## config.mk

```make
export PLATFORM = sky130hd
export DESIGN_NAME = stagger_prbs_gen
export DESIGN_NICKNAME = d
export VERILOG_FILES = /design/src/rtl/stagger_prbs_pkg.sv /design/src/rtl/stagger_prbs_ctrl.sv /design/src/rtl/stagger_prbs_lfsr.sv /design/src/rtl/stagger_prbs_lanes.sv /design/src/rtl/stagger_prbs_outmux.sv /design/src/rtl/stagger_prbs_gen.sv
export SDC_FILE = /design/constraint.sdc
export NUM_CORES = 1
export LEC_CHECK = 0
export ABC_AREA = 1
export BUFFER_PORTS_ARGS = -buffer_cell sky130_fd_sc_hd__buf_4
export CORE_UTILIZATION = 44
export CTS_BUF_LIST = sky130_fd_sc_hd__clkbuf_16
export CTS_CLUSTER_DIAMETER = 200
export CTS_CLUSTER_SIZE = 25
export DETAILED_ROUTE_END_ITERATION = 7
export PLACE_DENSITY = 0.84
export SYNTH_ARGS = -nofsm -noshare
export SYNTH_HDL_FRONTEND = slang
export SYNTH_HIERARCHICAL = 1
export SYNTH_SLANG_ARGS = --single-unit
```

## constraint.sdc

```tcl
create_clock -name clk -period 1.1 [get_ports clk]
set_input_delay 0.165 -clock clk [delete_from_list [all_inputs] [get_ports clk]]
set_output_delay 0.165 -clock clk [all_outputs]
set_load 0.01 [all_outputs]
```

## src/rtl/stagger_prbs_pkg.sv

```systemverilog
package stagger_prbs_pkg;

   // Recovery variant used when the shift register holds all zeros
   typedef enum logic [0:0] {
      LOCKUP_RELOAD = 1'b0,   // load a fixed nonzero seed
      LOCKUP_INJECT = 1'b1    // force a one into the feedback bit
   } lockup_style_e;

   localparam int unsigned DEF_LANES     = 12;
   localparam int unsigned DEF_LFSR_W    = 7;
   localparam int unsigned DEF_TAP_HI    = 7;
   localparam int unsigned DEF_TAP_LO    = 6;
   localparam int unsigned DEF_LANE_STEP = 1;
   localparam int unsigned DEF_ADDR_W    = 8;
   localparam int unsigned DEF_DATA_W    = 8;
   localparam int unsigned DEF_CTRL_ADDR = 2;
   localparam int unsigned DEF_CTRL_BIT  = 4;

   // Number of delay stages needed to stagger all lanes
   function automatic int unsigned chain_depth(input int unsigned lanes,
                                               input int unsigned step);
      return (lanes - 1) * step;
   endfunction

endpackage

```

## src/rtl/stagger_prbs_ctrl.sv

```systemverilog
module stagger_prbs_ctrl #(
   parameter int unsigned ADDR_W    = stagger_prbs_pkg::DEF_ADDR_W,
   parameter int unsigned DATA_W    = stagger_prbs_pkg::DEF_DATA_W,
   parameter int unsigned CTRL_ADDR = stagger_prbs_pkg::DEF_CTRL_ADDR,
   parameter int unsigned CTRL_BIT  = stagger_prbs_pkg::DEF_CTRL_BIT
) (
   input  logic              clk,
   input  logic              rst_n,
   input  logic              wr_i,
   input  logic [ADDR_W-1:0] addr_i,
   input  logic [DATA_W-1:0] wdata_i,
   output logic              mode_o
);

   localparam logic [ADDR_W-1:0] MATCH_ADDR = ADDR_W'(CTRL_ADDR);

   logic hit;
   logic mode_q;
   logic unused_wdata_bits;

   assign hit = wr_i && (addr_i == MATCH_ADDR);

   // only one bit of the written word is decoded
   assign unused_wdata_bits = ^wdata_i;

   always_ff @(posedge clk or negedge rst_n) begin
      if (!rst_n) begin
         mode_q <= 1'b0;
      end else if (hit) begin
         mode_q <= wdata_i[CTRL_BIT];
      end
   end

   assign mode_o = mode_q;

endmodule

```

## src/rtl/stagger_prbs_lfsr.sv

```systemverilog
module stagger_prbs_lfsr #(
   parameter int unsigned                   W      = stagger_prbs_pkg::DEF_LFSR_W,
   parameter int unsigned                   TAP_HI = stagger_prbs_pkg::DEF_TAP_HI,
   parameter int unsigned                   TAP_LO = stagger_prbs_pkg::DEF_TAP_LO,
   parameter stagger_prbs_pkg::lockup_style_e LOCKUP = stagger_prbs_pkg::LOCKUP_RELOAD,
   parameter logic [W-1:0]                  SEED   = W'(1)
) (
   input  logic         clk,
   output logic [W-1:0] state_o
);

   logic [W-1:0] state_q;
   logic [W-1:0] state_d;
   logic         fb;
   logic         is_zero;

   assign fb      = state_q[TAP_HI-1] ^ state_q[TAP_LO-1];
   assign is_zero = (state_q == '0);

   generate
      if (LOCKUP == stagger_prbs_pkg::LOCKUP_RELOAD) begin : g_reload
         always_comb begin
            if (is_zero) begin
               state_d = SEED;
            end else begin
               state_d = {state_q[W-2:0], fb};
            end
         end
      end else begin : g_inject
         always_comb begin
            state_d = {state_q[W-2:0], fb | is_zero};
         end
      end
   endgenerate

   // free-running: no reset, no enable
   always_ff @(posedge clk) begin
      state_q <= state_d;
   end

   assign state_o = state_q;

endmodule

```

## src/rtl/stagger_prbs_lanes.sv

```systemverilog
module stagger_prbs_lanes #(
   parameter int unsigned LANES = stagger_prbs_pkg::DEF_LANES,
   parameter int unsigned STEP  = stagger_prbs_pkg::DEF_LANE_STEP
) (
   input  logic             clk,
   input  logic             bit_i,
   output logic [LANES-1:0] lanes_o
);

   localparam int unsigned DEPTH = stagger_prbs_pkg::chain_depth(LANES, STEP);

   assign lanes_o[0] = bit_i;

   generate
      if (LANES > 1 && STEP == 0) begin : g_flat
         assign lanes_o[LANES-1:1] = {(LANES-1){bit_i}};
      end else if (LANES > 1) begin : g_chain
         logic [DEPTH-1:0] tap_q;
         if (DEPTH == 1) begin : g_one
            always_ff @(posedge clk) begin
               tap_q <= bit_i;
            end
         end else begin : g_many
            always_ff @(posedge clk) begin
               tap_q <= {tap_q[DEPTH-2:0], bit_i};
            end
         end
         for (genvar k = 1; k < LANES; k++) begin : g_pick
            assign lanes_o[k] = tap_q[k*STEP-1];
         end
      end
   endgenerate

endmodule

```

## src/rtl/stagger_prbs_outmux.sv

```systemverilog
module stagger_prbs_outmux #(
   parameter int unsigned LANES = stagger_prbs_pkg::DEF_LANES
) (
   input  logic             clk,
   input  logic             rst_n,
   input  logic             sel_pat_i,
   input  logic [LANES-1:0] sample_i,
   input  logic [LANES-1:0] pattern_i,
   output logic [LANES-1:0] word_o
);

   logic [LANES-1:0] word_q;

   always_ff @(posedge clk or negedge rst_n) begin
      if (!rst_n) begin
         word_q <= '0;
      end else if (sel_pat_i) begin
         word_q <= pattern_i;
      end else begin
         word_q <= sample_i;
      end
   end

   assign word_o = word_q;

endmodule

```

## src/rtl/stagger_prbs_gen.sv

```systemverilog
module stagger_prbs_gen #(
   parameter int unsigned                     LANES     = stagger_prbs_pkg::DEF_LANES,
   parameter int unsigned                     LFSR_W    = stagger_prbs_pkg::DEF_LFSR_W,
   parameter int unsigned                     TAP_HI    = stagger_prbs_pkg::DEF_TAP_HI,
   parameter int unsigned                     TAP_LO    = stagger_prbs_pkg::DEF_TAP_LO,
   parameter int unsigned                     LANE_STEP = stagger_prbs_pkg::DEF_LANE_STEP,
   parameter int unsigned                     ADDR_W    = stagger_prbs_pkg::DEF_ADDR_W,
   parameter int unsigned                     DATA_W    = stagger_prbs_pkg::DEF_DATA_W,
   parameter int unsigned                     CTRL_ADDR = stagger_prbs_pkg::DEF_CTRL_ADDR,
   parameter int unsigned                     CTRL_BIT  = stagger_prbs_pkg::DEF_CTRL_BIT,
   parameter stagger_prbs_pkg::lockup_style_e LOCKUP    = stagger_prbs_pkg::LOCKUP_RELOAD
) (
   input  logic              clk,
   input  logic              rst_n,
   input  logic              cfg_wr,
   input  logic [ADDR_W-1:0] cfg_addr,
   input  logic [DATA_W-1:0] cfg_wdata,
   input  logic [LANES-1:0]  sample_in,
   output logic [LANES-1:0]  data_out
);

   localparam logic [LFSR_W-1:0] LFSR_SEED = LFSR_W'(1);

   // elaboration-time parameter checks
   generate
      if (LANES < 1) begin : g_bad_lanes
         $error("stagger_prbs_gen: LANES must be at least 1");
      end
      if (TAP_HI != LFSR_W) begin : g_bad_tap_hi
         $error("stagger_prbs_gen: TAP_HI must equal LFSR_W");
      end
      if (TAP_LO == 0 || TAP_LO >= TAP_HI) begin : g_bad_tap_lo
         $error("stagger_prbs_gen: TAP_LO must lie in 1..TAP_HI-1");
      end
      if (CTRL_BIT >= DATA_W) begin : g_bad_bit
         $error("stagger_prbs_gen: CTRL_BIT outside the data word");
      end
      if (ADDR_W < 32 && CTRL_ADDR >= (1 << ADDR_W)) begin : g_bad_addr
         $error("stagger_prbs_gen: CTRL_ADDR does not fit ADDR_W");
      end
   endgenerate

   logic              pat_mode;
   logic [LFSR_W-1:0] lfsr_state;
   logic [LANES-1:0]  pat_word;

   stagger_prbs_ctrl #(
      .ADDR_W   (ADDR_W),
      .DATA_W   (DATA_W),
      .CTRL_ADDR(CTRL_ADDR),
      .CTRL_BIT (CTRL_BIT)
   ) u_ctrl (
      .clk    (clk),
      .rst_n  (rst_n),
      .wr_i   (cfg_wr),
      .addr_i (cfg_addr),
      .wdata_i(cfg_wdata),
      .mode_o (pat_mode)
   );

   stagger_prbs_lfsr #(
      .W     (LFSR_W),
      .TAP_HI(TAP_HI),
      .TAP_LO(TAP_LO),
      .LOCKUP(LOCKUP),
      .SEED  (LFSR_SEED)
   ) u_lfsr (
      .clk    (clk),
      .state_o(lfsr_state)
   );

   stagger_prbs_lanes #(
      .LANES(LANES),
      .STEP (LANE_STEP)
   ) u_lanes (
      .clk    (clk),
      .bit_i  (lfsr_state[LFSR_W-1]),
      .lanes_o(pat_word)
   );

   stagger_prbs_outmux #(
      .LANES(LANES)
   ) u_outmux (
      .clk      (clk),
      .rst_n    (rst_n),
      .sel_pat_i(pat_mode),
      .sample_i (sample_in),
      .pattern_i(pat_word),
      .word_o   (data_out)
   );

endmodule

```

==> run summary <==
Worst-path clk slew: 50 ps
Rows: 16
Prevailing post-synth register cell: dfxtp_1
Worst R2R Setup Slack: 190 ps
Crit path kind: reg2out
Core box area: 2020 um^2
Final WL: 1.80 mm
Die Ht: 49.2 um
Starting Density: 48.5%
DRC viols: 0
Final hold vios: 0
Worst Hold Launch: sample_in[10]
CP startpoint kind: flop
CP required: 940 ps
DR WL met2: 916 um
Worst-Margin Slew: 269 ps
EDFF count, synth: 0
Total CTS buffers: 5
Post-Place Cells: 155
Clk_lat worst skew: 270 ps
Initial antenna violation count: 0
CTS tree: yes
Hold Crit Class: in2reg
Top cells by count, synth: 42 x nand2_1, 18 x dfxtp_1, 13 x dfrtp_1
Largest cells by area after synthesis: dfxtp_1 37%, dfrtp_1 33%, nand2_1 16%
Area added between synthesis and finish: 41.1%
Number of max-cap violations: 0
Cell variety after synth: 13
Die X: 49.2 um
Drt pass-1 iters: 2
Die Area: 2420 um^2
Status: complete, no violations
Slowest CP cell: dfrtp_1
Hold depth: 3
Synth Area per Inst: 9.70 um^2
R2r endpoint: u_outmux/word_o[3]
CP Cell Sequence: buf_4
H-tree levels: 2
I/O Pins: 43
Pwr dens: 1860 nW/um^2
Leakage Power: 0.700 nW
Met3 WL post-DR: 134 um
First-pass GRT wire length: 3.17 mm
Tot GR Track Use: 18.6%
Mapped Nets: 132
Post-synth ARST share: 41.9%
Crit path time final: 939 ps
Switch Pwr: 0.501 mW
Post-DP HPWL: 1.30 mm
Count leader, synth: nand2_1
Final #Nets: 167
Synth top area share: 36.8%
Peak Freq: 1060 MHz
Top sig layer: met4
Combinational power share: 6.7%
Crit. End Element: output pin
Buf/Inv on CP: 1
Postcts setup bufs: 0
Synth Register Bits: 31
WL/cell: 11.0 um
Iter 0 DRT Violations: 4
Total congestion overflow: 0
Worst vdd ir: 0.00165 V
Critical R2R Launch: u_ctrl/mode_o
ANT cells: 0
Fin util: 68.4%
DRT antenna net count: 0
# port buffers: 35
Rel. slew slack: 82.1%
Cells after Synth: 101
Worst-path maximum fanout: 1
Layout cells sized above 1: 33.6%
Clock Sink Count: 31
Area after DPL: 1230 um^2
Met1 wire length: 713 um
Total power: 2.57 mW
Setup Skew: 2.21 ps
Final period util: 85.4%
Clock power share: 47.8%
Synth area leader: dfxtp_1
Sequential share of power: 45.5%
RSZ-0062 raised after global routing: no
Vias in the first global route: 744
Setup TNS: 0 ps
FF-to-FF path depth: 3
Vias post-DR: 708
Design area: 1380 um^2
Internal power: 2.07 mW
Switching share of power: 19.5%
Vias/cell: 4.32
Post-synthesis sequential area ratio: 70.0%
Non-filler cells, final: 164
Pins over their slew limit: 0
End of the worst hold path: u_outmux/word_o[10]
GP Congestion: 0.713
Pre-CTS setup slack: 202 ps
Yosys warns: 6
Clock root cell: clkbuf_16
Setup ws final: 161 ps
Post-CTS sizing: 0
Setup violators final: 0
Clock buffer depth: 2
Hold_ws: 89.7 ps
CP top delay family: flip-flops
Largest net degree at the start of global routing: 14
Worst Path Arrival: 770 ps
Slowest stage delay, CP: 360 ps
Synthesized area: 980 um^2
==> power groups by stage <==
stage | sequential [mW] | combinational (mW) | clock (mW)
after CTS | 1.17 | 0.175 | 1.25
after global placement | 1.19 | 0.166 | 0
after floorplan | 1.20 | 0.0468 | 0
after detailed placement | 1.19 | 0.171 | 0
after global routing | 1.17 | 0.191 | 1.32
final | 1.17 | 0.173 | 1.23
==> layout by cell type, fill, tap and decap left out <==
| cell type | instances |
|---|---|
| buf_4 | 36 |
| dfxtp_1 | 18 |
| xnor2_1 | 1 |
| clkinv_2 | 1 |
| dlygate4sd3_1 | 1 |
| inv_2 | 1 |
| nor2_2 | 2 |
| nor2_1 | 7 |
| inv_1 | 6 |
| dfrtp_1 | 13 |
| nand2_2 | 1 |
| nand2_1 | 42 |
| nand3_1 | 3 |
| clkbuf_16 | 5 |
==> worst max path at each step <==
stage | startpoint | end | slack, ps | depth (start not counted)
after CTS | u_outmux/word_o[1] | data_out[1] | 160 | 1
after global placement | u_ctrl/mode_o | u_outmux/word_o[0] | 220 | 3
final | u_outmux/word_o[1] | data_out[1] | 160 | 1
after detailed placement | u_ctrl/mode_o | u_outmux/word_o[6] | 200 | 3
after global routing | u_ctrl/mode_o | u_outmux/word_o[3] | 110 | 3
after floorplan | u_ctrl/mode_o | u_outmux/word_o[10] | 330 | 3
==> cell type report <==
type	count	area (um^2)
tap	27	33.8
timing repair buffer	37	280
multi-input combinational	56	226
inverter	5	18.8
clock buffer	5	125
clock inverter	3	12.5
fill	155	639
sequential	31	686
==> kinds of logic after synthesis <==
| group | synth area share [%] |
|---|---|
| AND/OR/NAND/NOR | 22.2 |
| flip-flops | 70.0 |
| buffers and inverters | 6.90 |
| XOR/XNOR | 0.894 |
==> state kept, by name, indices dropped and copies added (netlist names) <==
register               count
u_outmux/word_o           12
u_lfsr/state_o             7
u_lanes/g_chain.tap_q     11
u_ctrl/mode_o              1
==> metal layers <==
| layer | up-vias | GRT usage, % |
|---|---|---|
| met5 | - | 0 |
| met4 | 0 | 8.82 |
| met3 | 4 | 8.72 |
| met2 | 25 | 30.4 |
| met1 | 317 | 20.1 |
| li1 | 362 | - |
==> timing repair <==
| action | in CTS | in global routing |
|---|---|---|
| endpoints found under the hold margin | 13 | 0 |
| hold buffers | 1 | 0 |
| setup endpoints to repair | 0 | 0 |
(Power assumes the default switching activity.)
